**config.mk**
```make
export PLATFORM = sky130hd
export DESIGN_NAME = usb_link_state_mon
export DESIGN_NICKNAME = d
export VERILOG_FILES = /design/src/rtl/usb_lsm_pkg.sv /design/src/rtl/usb_lsm_tick.sv /design/src/rtl/usb_lsm_dur_cnt.sv /design/src/rtl/usb_lsm_fsm.sv /design/src/rtl/usb_link_state_mon.sv
export SDC_FILE = /design/constraint.sdc
export NUM_CORES = 1
export LEC_CHECK = 0
export ABC_AREA = 0
export ABC_CLOCK_PERIOD_IN_PS = 2300
export BUFFER_PORTS_ARGS = -buffer_cell sky130_fd_sc_hd__clkbuf_2
export CAP_MARGIN = 20
export CORE_ASPECT_RATIO = 0.7
export CORE_UTILIZATION = 62
export CTS_BUF_LIST = sky130_fd_sc_hd__clkbuf_4
export CTS_CLUSTER_DIAMETER = 200
export DETAILED_ROUTE_END_ITERATION = 12
export PLACE_DENSITY_LB_ADDON = 0.12
export SYNTH_ARGS = -nofsm -noshare
export SYNTH_HDL_FRONTEND = slang
export SYNTH_SLANG_ARGS = --single-unit
```
**constraint.sdc**
```tcl
create_clock -name clk -period 2.3 [get_ports clk]
set_input_delay 0.23 -clock clk [delete_from_list [all_inputs] [get_ports clk]]
set_output_delay 0.23 -clock clk [all_outputs]
set_load 0.02 [all_outputs]
```
**src/rtl/usb_lsm_pkg.sv**
```systemverilog
package usb_lsm_pkg;
  typedef enum logic [1:0] {
    LS_SE0 = 2'b00,
    LS_J   = 2'b01,
    LS_K   = 2'b10,
    LS_SE1 = 2'b11
  } line_t;

  typedef enum logic [1:0] {
    ST_NORMAL,
    ST_RESET,
    ST_SUSPEND,
    ST_RESUME
  } link_st_t;

  localparam logic [1:0] OPM_NORMAL  = 2'b00;
  localparam logic [1:0] OPM_NOSTUFF = 2'b10;
endpackage

```
**src/rtl/usb_lsm_tick.sv**
```systemverilog
module usb_lsm_tick #(
  parameter int TICK_CLKS = 60
) (
  input  logic clk,
  input  logic rst,
  output logic tick
);
  localparam int TW = (TICK_CLKS > 1) ? $clog2(TICK_CLKS) : 1;
  localparam logic [TW-1:0] LAST = TW'(TICK_CLKS - 1);

  logic [TW-1:0] div_q;

  always_ff @(posedge clk) begin
    if (rst) begin
      div_q <= '0;
      tick  <= 1'b0;
    end else begin
      tick  <= (div_q == LAST);
      div_q <= (div_q == LAST) ? '0 : div_q + 1'b1;
    end
  end

  generate
    if (TICK_CLKS > 1) begin : g_gap

      tick_single_chk: assert property (@(posedge clk) disable iff (rst)
        tick |=> !tick);
    end
  endgenerate
endmodule

```
**src/rtl/usb_lsm_dur_cnt.sv**
```systemverilog
module usb_lsm_dur_cnt #(
  parameter int W = 8
) (
  input  logic         clk,
  input  logic         rst,
  input  logic         clr,
  input  logic         inc,
  output logic [W-1:0] cnt
);
  always_ff @(posedge clk) begin
    if (rst || clr)
      cnt <= '0;
    else if (inc && (cnt != {W{1'b1}}))
      cnt <= cnt + 1'b1;
  end


  sat_hold_chk: assert property (@(posedge clk) disable iff (rst)
    (cnt == {W{1'b1}} && !clr) |=> (cnt == {W{1'b1}}));
endmodule

```
**src/rtl/usb_lsm_fsm.sv**
```systemverilog
module usb_lsm_fsm
  import usb_lsm_pkg::*;
#(
  parameter int RESET_TICKS      = 3,
  parameter int SUSPEND_TICKS    = 3000,
  parameter int WAKE_DWELL_TICKS = 5000,
  parameter int RESUME_TICKS     = 2000,
  parameter int SW = 2,
  parameter int IW = 12,
  parameter int DW = 13,
  parameter int RW = 11
) (
  input  logic          clk,
  input  logic          rst,
  input  line_t         ls,
  input  logic          wake_req,
  input  logic [SW-1:0] se0_cnt,
  input  logic [IW-1:0] idle_cnt,
  input  logic [DW-1:0] dwell_cnt,
  input  logic [RW-1:0] res_cnt,
  output logic          in_normal,
  output logic          in_suspend,
  output logic          in_resume,
  output logic          usb_reset,
  output logic          suspend,
  output logic          suspend_m_n,
  output logic [1:0]    op_mode
);
  link_st_t st, nxt;

  logic se0_hit, idle_hit, dwell_ok, res_done;
  assign se0_hit  = (se0_cnt   >= SW'(RESET_TICKS));
  assign idle_hit = (idle_cnt  >= IW'(SUSPEND_TICKS));
  assign dwell_ok = (dwell_cnt >= DW'(WAKE_DWELL_TICKS));
  assign res_done = (res_cnt   >= RW'(RESUME_TICKS));

  always_comb begin
    nxt = st;
    unique case (st)
      ST_NORMAL:  if (se0_hit) nxt = ST_RESET;
                  else if (idle_hit) nxt = ST_SUSPEND;
      ST_RESET:   if (ls != LS_SE0) nxt = ST_NORMAL;
      ST_SUSPEND: if (se0_hit) nxt = ST_RESET;
                  else if (ls == LS_K || ls == LS_SE1) nxt = ST_NORMAL;
                  else if (ls == LS_J && wake_req && dwell_ok) nxt = ST_RESUME;
      ST_RESUME:  if (res_done) nxt = ST_NORMAL;
      default:    nxt = ST_NORMAL;
    endcase
  end

  always_ff @(posedge clk) begin
    if (rst) begin
      st          <= ST_NORMAL;
      usb_reset   <= 1'b0;
      suspend     <= 1'b0;
      suspend_m_n <= 1'b1;
      op_mode     <= OPM_NORMAL;
    end else begin
      st          <= nxt;
      usb_reset   <= (nxt == ST_RESET) && (st != ST_RESET);
      suspend     <= (nxt == ST_SUSPEND);
      suspend_m_n <= (nxt != ST_SUSPEND);
      op_mode     <= (nxt == ST_RESUME) ? OPM_NOSTUFF : OPM_NORMAL;
    end
  end

  assign in_normal  = (st == ST_NORMAL);
  assign in_suspend = (st == ST_SUSPEND);
  assign in_resume  = (st == ST_RESUME);


  rst_pulse_chk: assert property (@(posedge clk) disable iff (rst)
    usb_reset |=> !usb_reset);

  susp_pol_chk: assert property (@(posedge clk) disable iff (rst)
    suspend_m_n == !suspend);

  opmode_legal_chk: assert property (@(posedge clk) disable iff (rst)
    (op_mode == OPM_NORMAL) || (op_mode == OPM_NOSTUFF));

  wake_gate_chk: assert property (@(posedge clk) disable iff (rst)
    $rose(op_mode[1]) |-> ($past(dwell_cnt) >= DW'(WAKE_DWELL_TICKS)));

  wake_idle_chk: assert property (@(posedge clk) disable iff (rst)
    $rose(op_mode[1]) |-> ($past(ls) == LS_J));
endmodule

```
**src/rtl/usb_link_state_mon.sv**
```systemverilog
module usb_link_state_mon
  import usb_lsm_pkg::*;
#(
  parameter int TICK_CLKS        = 60,
  parameter int RESET_TICKS      = 3,
  parameter int SUSPEND_TICKS    = 3000,
  parameter int WAKE_DWELL_TICKS = 5000,
  parameter int RESUME_TICKS     = 2000
) (
  input  logic       clk,
  input  logic       rst,
  input  logic [1:0] line_state,
  input  logic       ext_wake_req,
  input  logic       core_wake_req,
  output logic       usb_reset,
  output logic       suspend,
  output logic       suspend_m_n,
  output logic [1:0] op_mode
);
  localparam int SW = $clog2(RESET_TICKS + 1);
  localparam int IW = $clog2(SUSPEND_TICKS + 1);
  localparam int DW = $clog2(WAKE_DWELL_TICKS + 1);
  localparam int RW = $clog2(RESUME_TICKS + 1);

  line_t ls_q, ls_prev;
  logic tick;
  logic in_normal, in_suspend, in_resume;
  logic [SW-1:0] se0_cnt;
  logic [IW-1:0] idle_cnt;
  logic [DW-1:0] dwell_cnt;
  logic [RW-1:0] res_cnt;

  always_ff @(posedge clk) begin
    if (rst) begin
      ls_q    <= LS_J;
      ls_prev <= LS_J;
    end else begin
      ls_q    <= line_t'(line_state);
      ls_prev <= ls_q;
    end
  end

  usb_lsm_tick #(.TICK_CLKS(TICK_CLKS)) u_tick (
    .clk(clk), .rst(rst), .tick(tick));

  usb_lsm_dur_cnt #(.W(SW)) u_se0 (
    .clk(clk), .rst(rst), .clr(ls_q != LS_SE0), .inc(tick), .cnt(se0_cnt));

  usb_lsm_dur_cnt #(.W(IW)) u_idle (
    .clk(clk), .rst(rst),
    .clr((ls_q != LS_J) || (ls_q != ls_prev) || !in_normal),
    .inc(tick), .cnt(idle_cnt));

  usb_lsm_dur_cnt #(.W(DW)) u_dwell (
    .clk(clk), .rst(rst), .clr(!in_suspend), .inc(tick), .cnt(dwell_cnt));

  usb_lsm_dur_cnt #(.W(RW)) u_res (
    .clk(clk), .rst(rst), .clr(!in_resume), .inc(tick), .cnt(res_cnt));

  usb_lsm_fsm #(
    .RESET_TICKS(RESET_TICKS), .SUSPEND_TICKS(SUSPEND_TICKS),
    .WAKE_DWELL_TICKS(WAKE_DWELL_TICKS), .RESUME_TICKS(RESUME_TICKS),
    .SW(SW), .IW(IW), .DW(DW), .RW(RW)
  ) u_fsm (
    .clk(clk), .rst(rst), .ls(ls_q),
    .wake_req(ext_wake_req | core_wake_req),
    .se0_cnt(se0_cnt), .idle_cnt(idle_cnt),
    .dwell_cnt(dwell_cnt), .res_cnt(res_cnt),
    .in_normal(in_normal), .in_suspend(in_suspend), .in_resume(in_resume),
    .usb_reset(usb_reset), .suspend(suspend),
    .suspend_m_n(suspend_m_n), .op_mode(op_mode));


  idle_restart_chk: assert property (@(posedge clk) disable iff (rst)
    (ls_q != ls_prev) |=> (idle_cnt == '0));

  susp_exit_chk: assert property (@(posedge clk) disable iff (rst)
    (suspend && (ls_q == LS_K || ls_q == LS_SE1)) |=> (!suspend && !usb_reset));
endmodule

```
* After elaboration in Yosys (flattened, before gate mapping)
Cells that the tools add are included. Widths: inputs -> output; s select.
Operators by class: add/subtract/negate cells 5, $lt $le $gt $ge 4, equal/unequal tests 18, muxes and demuxes 9, bitwise operators 1, reductions and logical operators 20
Operators by type and width (count):
- $mux 2 | 8
- $add 13x1->13 const B | 1
- $ge 13x13->1 const B | 1
- $ne 13x13->1 const B | 1
- $add 12x1->12 const B | 1
- $eq 2x2->1 const B | 6
- $ge 12x12->1 const B | 1
- $ne 12x12->1 const B | 1
- $add 11x1->11 const B | 1
- $ge 11x11->1 const B | 1
- $ne 11x11->1 const B | 1
- $pmux 2 s4 | 1
- $logic_and 1x1->1 | 7
- $logic_or 1x1->1 | 7
- $add 6x1->6 const B | 1
- $eq 2x1->1 const B | 3
- $eq 6x6->1 const B | 1
- $ne 2x1->1 const B | 2
- $ne 2x2->1 const B | 2
- $logic_not 1->1 | 3
- $add 2x1->2 const B | 1
- $ge 2x2->1 const B | 1
- $logic_not 2->1 | 1
- $ne 2x2->1 | 1
- 3 further kinds | 3
Storage, ports and cells: register bits after elaboration 56, bits of input ports 6, word-level logic and storage cells 70

* Depth between registers and ports, before layout
depth in word-level cells 9, gate-level depth with buffers 6

* Cells and area by module
From an unflattened synthesis, not the netlist that was laid out.
Unflattened totals: cells, all modules 313, area, all modules 2775.2 um2
Modules (own cells, without submodules):
- usb_lsm_dur_cnt at u_dwell | times used 1, cells each 79, area each 671.9 um2
- usb_lsm_dur_cnt at u_res | times used 1, cells each 73, area each 638.1 um2
- usb_lsm_dur_cnt at u_idle | times used 1, cells each 72, area each 630.6 um2
- usb_lsm_fsm | times used 1, cells each 40, area each 325.3 um2
- usb_lsm_tick | times used 1, cells each 27, area each 262.8 um2
- usb_link_state_mon | times used 1, cells each 14, area each 141.4 um2
- usb_lsm_dur_cnt at u_se0 | times used 1, cells each 8, area each 105.1 um2

* Least setup slack after synthesis
OpenSTA, ideal clock, no wires.
path kind register to register, start register u_dwell.cnt[0], end register u_dwell.cnt[8], setup time 70 ps, arrival 1650 ps, path slack 580 ps, stages on the path, launching flop included 7, path buffers 1, period minus slack after synthesis 1720 ps, cell sequence dfxtp_1 -> ha_1 -> nand2_1 -> or3_1 -> clkbuf_2 -> or4_1 -> a21oi_1
Between the ends: longest elaborated chain between the ends 2, elaborated cells between the ends (all ways) 3
Ends and longest elaborated chain:
- start: declaration | RTL line usb_lsm_dur_cnt.sv:8 | output logic [W-1:0] cnt
- start signal: assignment | RTL line usb_lsm_dur_cnt.sv:14 | cnt <= cnt + 1'b1;
- parallel branches: the longest is 2 deep, another holds $add 13x1->13
Several ways; the timed one is not identified. A chain may end at the register's enable or synchronous reset.

* Worst setup path in the final report
start register u_tick.tick, end register u_dwell.cnt[8]
Between the ends: longest elaborated chain between the ends 1
Ends and longest elaborated chain:
- start: declaration | RTL line usb_lsm_tick.sv:6 | output logic tick
- start signal: assignment | RTL line usb_lsm_tick.sv:18 | tick <= (div_q == LAST);
- $logic_and 1x1->1 | RTL line usb_lsm_dur_cnt.sv:13 | else if (inc && (cnt != {W{1'b1}}))
Every way passes these cells.

==> metrics.yaml <==
outcome: "complete, no violations"
yosys.area.top_type_share_pct: 41.9
period_needed_ps: 1930
start_kind: "flip-flop"
hpwl_um: 3510
clk_latency_ps: 390
ys_types: 53
ioPinCount: 11
critPathArrivalTime_ps: 2250
power_density_mw_per_mm2: 554
cp.required_ps: 2620
cts_num_sinks: 55
first_pass_iters: 4
ys_seq_area_share_pct: 41.9
drtIter0Drc: 141
chipHeight_um: 56.5
postCtsSetupBuffers: 0
finalSetupTns_ps: 0
viasPerCell: 6.07
yosys_most_used_dff: "dfxtp_1"
antenna_cells: 0
initial_core_util_pct: 65.8
clk_pin_slew_worst_paths_ps: 160
p_leak_nw: 0.899
synthMostInstantiatedCell: "dfxtp_1"
grt_max_degree: 18
ctsHoldBuffers: 0
place_congestion: 0.800
num_rows: 19
cts_root_buffer: "clkbuf_4"
grt_pass1_wl_um: 8550
coreArea_mm2: 0.00399
maxCapViolCount: 0
n_fill_cell: 325
yosysWarnings: 0
ant_nets: 0
maxSlewViolCount: 0
synth_area_leaders: "dfxtp_1, nor2_1, xnor2_1"
finalHoldViolCount: 0
yosys.area.top_type: "dfxtp_1"
final_cells: 366
fin_nets: 327
drc: 0
portBuffers: 9
rsz0062_at_grt: "false"
hp-class: "primary input to flip-flop"
dp.cells: 358
setup_viol: 0
slew_headroom_pct: 62.3
synthCells: 305
synth-seq-cells: 55
clock_skew_ps: 20.9
syn2layout_area_growth_pct: 6.38
cts_max_level: 2
grt_pass1_vias: 1935
layout-drive-gt1-share_pct: 10.5
max_slew.worst_pin.slew_ps: 562
synth.net_count: 319
clk_path_buf_depth: 2
syn_area_per_cell_um2: 8.62
fin_util_pct: 70.0
cts_tree: "yes"
via_count: 2221
end_kind: "flip-flop"
whs_ps: 15.5
ff_latch_area_mm2: 0.00110
synth_area_mm2: 0.00263
finalCritPeriodShare_pct: 83.9
fmax_mhz: 518
multi_input_area_mm2: 0.00143
antenna_found_initial: 0
crit_fanout: 9
post_cts_resized: 0
ir_drop_uv: 579
wl_um: 4910
grt_use_total_pct: 24.2
synth-edff-count: 0
wl_per_cell_um: 13.4
yosys-top-cells-count: "dfxtp_1, nor2_1, nand3_1"
dieArea_mm2: 0.00451
die_x_um: 79.8
overflow: 0
criticalPathCategory: "flip-flop to flip-flop"
async_flop_share_pct: 0
cts_buffers: 5
[layer usage]
| metal | track usage (%) | part of all wire, % |
|---|---|---|
| met1 | 35.0 | 51 |
| met2 | 34.8 | 42 |
| met3 | 5.20 | 5.3 |
| met4 | 9.95 | 1.5 |
| met5 | 0 | 0 |
[flip-flops by register name (all words and copies together) (netlist names)]
name,cells
u_idle.cnt,12
u_dwell.cnt,13
u_res.cnt,11
u_tick.div_q,6
u_fsm.usb_reset,1
ls_q,2
u_tick.tick,1
u_fsm.st,2
ls_prev,2
u_fsm.suspend,1
u_se0.cnt,2
u_fsm.suspend_m_n,1
u_fsm.op_mode,1
[cell usage in the layout (no fill, tap or decap), types with 2 or more instances in the layout]
| cell type | synthesis | layout |
|---|---|---|
| nor2b_1 | 7 | 7 |
| dfxtp_1 | 55 | 55 |
| a31o_2 | 2 | 2 |
| o211ai_1 | 4 | 4 |
| nor3_1 | 10 | 10 |
| nand3b_1 | 3 | 3 |
| xnor2_1 | 15 | 15 |
| a211oi_1 | 2 | 2 |
| and3_1 | 5 | 5 |
| a21oi_1 | 15 | 15 |
| or3_2 | 2 | 2 |
| or2_2 | 2 | 2 |
| nand4_1 | 8 | 8 |
| a2111oi_0 | 3 | 3 |
| xor2_1 | 2 | 2 |
| nor2_1 | 37 | 37 |
| nor4_1 | 4 | 4 |
| o31ai_1 | 3 | 3 |
| clkbuf_2 | 1 | 9 |
| nand3_1 | 17 | 17 |
| nor4_2 | 2 | 2 |
| a31oi_1 | 4 | 4 |
| inv_1 | 14 | 14 |
| or4_1 | 3 | 3 |
| ha_1 | 8 | 8 |
| nand2_1 | 15 | 15 |
| nand2b_1 | 3 | 3 |
| a311oi_1 | 3 | 3 |
| o21ai_0 | 12 | 12 |
| and4_1 | 3 | 3 |
| buf_4 | 1 | 3 |
| or3_1 | 8 | 8 |
| a41oi_1 | 3 | 3 |
| mux2i_1 | 3 | 3 |
| clkbuf_4 | 0 | 6 |
[critical path, cell delays in order (launching register included)]
cell and delay, ps:
dfxtp_1 540, inv_1 180, or3_1 490, or4_1 490, a21oi_1 150
[cells by family after synthesis]
| logic type | Yosys count | synth area share, % |
|---|---|---|
| AOI/OAI and AO/OA | 60 | 15.5 |
| buffers and inverters | 25 | 3.86 |
| other | 1 | 0.143 |
| muxes | 4 | 1.57 |
| DFF | 55 | 41.9 |
| adders and majority gates | 8 | 3.81 |
| and+or+nand+nor | 135 | 27.6 |
| xor gates and xnor gates | 17 | 5.66 |
[area by class of cell]
cell class,instances,area share [%]
inverters,14,1.88
repair buffers,12,2.42
clock inverters,2,1.39
flip-flops and latches,55,39.4
clock buffers,6,1.61
well taps,52,2.33
multi-input cells,225,51.0
[through the flow]
step	instance area, um2	total power, mW	worst slack, ps
after floorplan	2630	1.01	580
after global placement	2710	1.02	503
after detailed placement	2710	1.02	438
after CTS	2800	1.56	403
after global routing	2800	1.60	217
final	2800	1.55	370
[path summary, 6_finish.rpt]
path,startpoint,end,slack (ps),depth (start not counted)
worst min register to register,u_tick.div_q[0]$_SDFF_PP0_,u_tick.div_q[0]$_SDFF_PP0_,460,1
worst max-delay path,u_tick.tick$_SDFF_PP0_,u_dwell.cnt[8]$_SDFFE_PP0P_,370,4
worst max register to register,u_tick.tick$_SDFF_PP0_,u_dwell.cnt[8]$_SDFFE_PP0P_,370,4
worst min-delay path,line_state[0],ls_q[0]$_SDFF_PP1_,20,2
[where the power goes]
group,internal (mW),switching (mW)
combinational,0.0128,0.0198
sequential,0.961,0.00608
clock,0.246,0.304
Power figures use the tool's default switching activity.
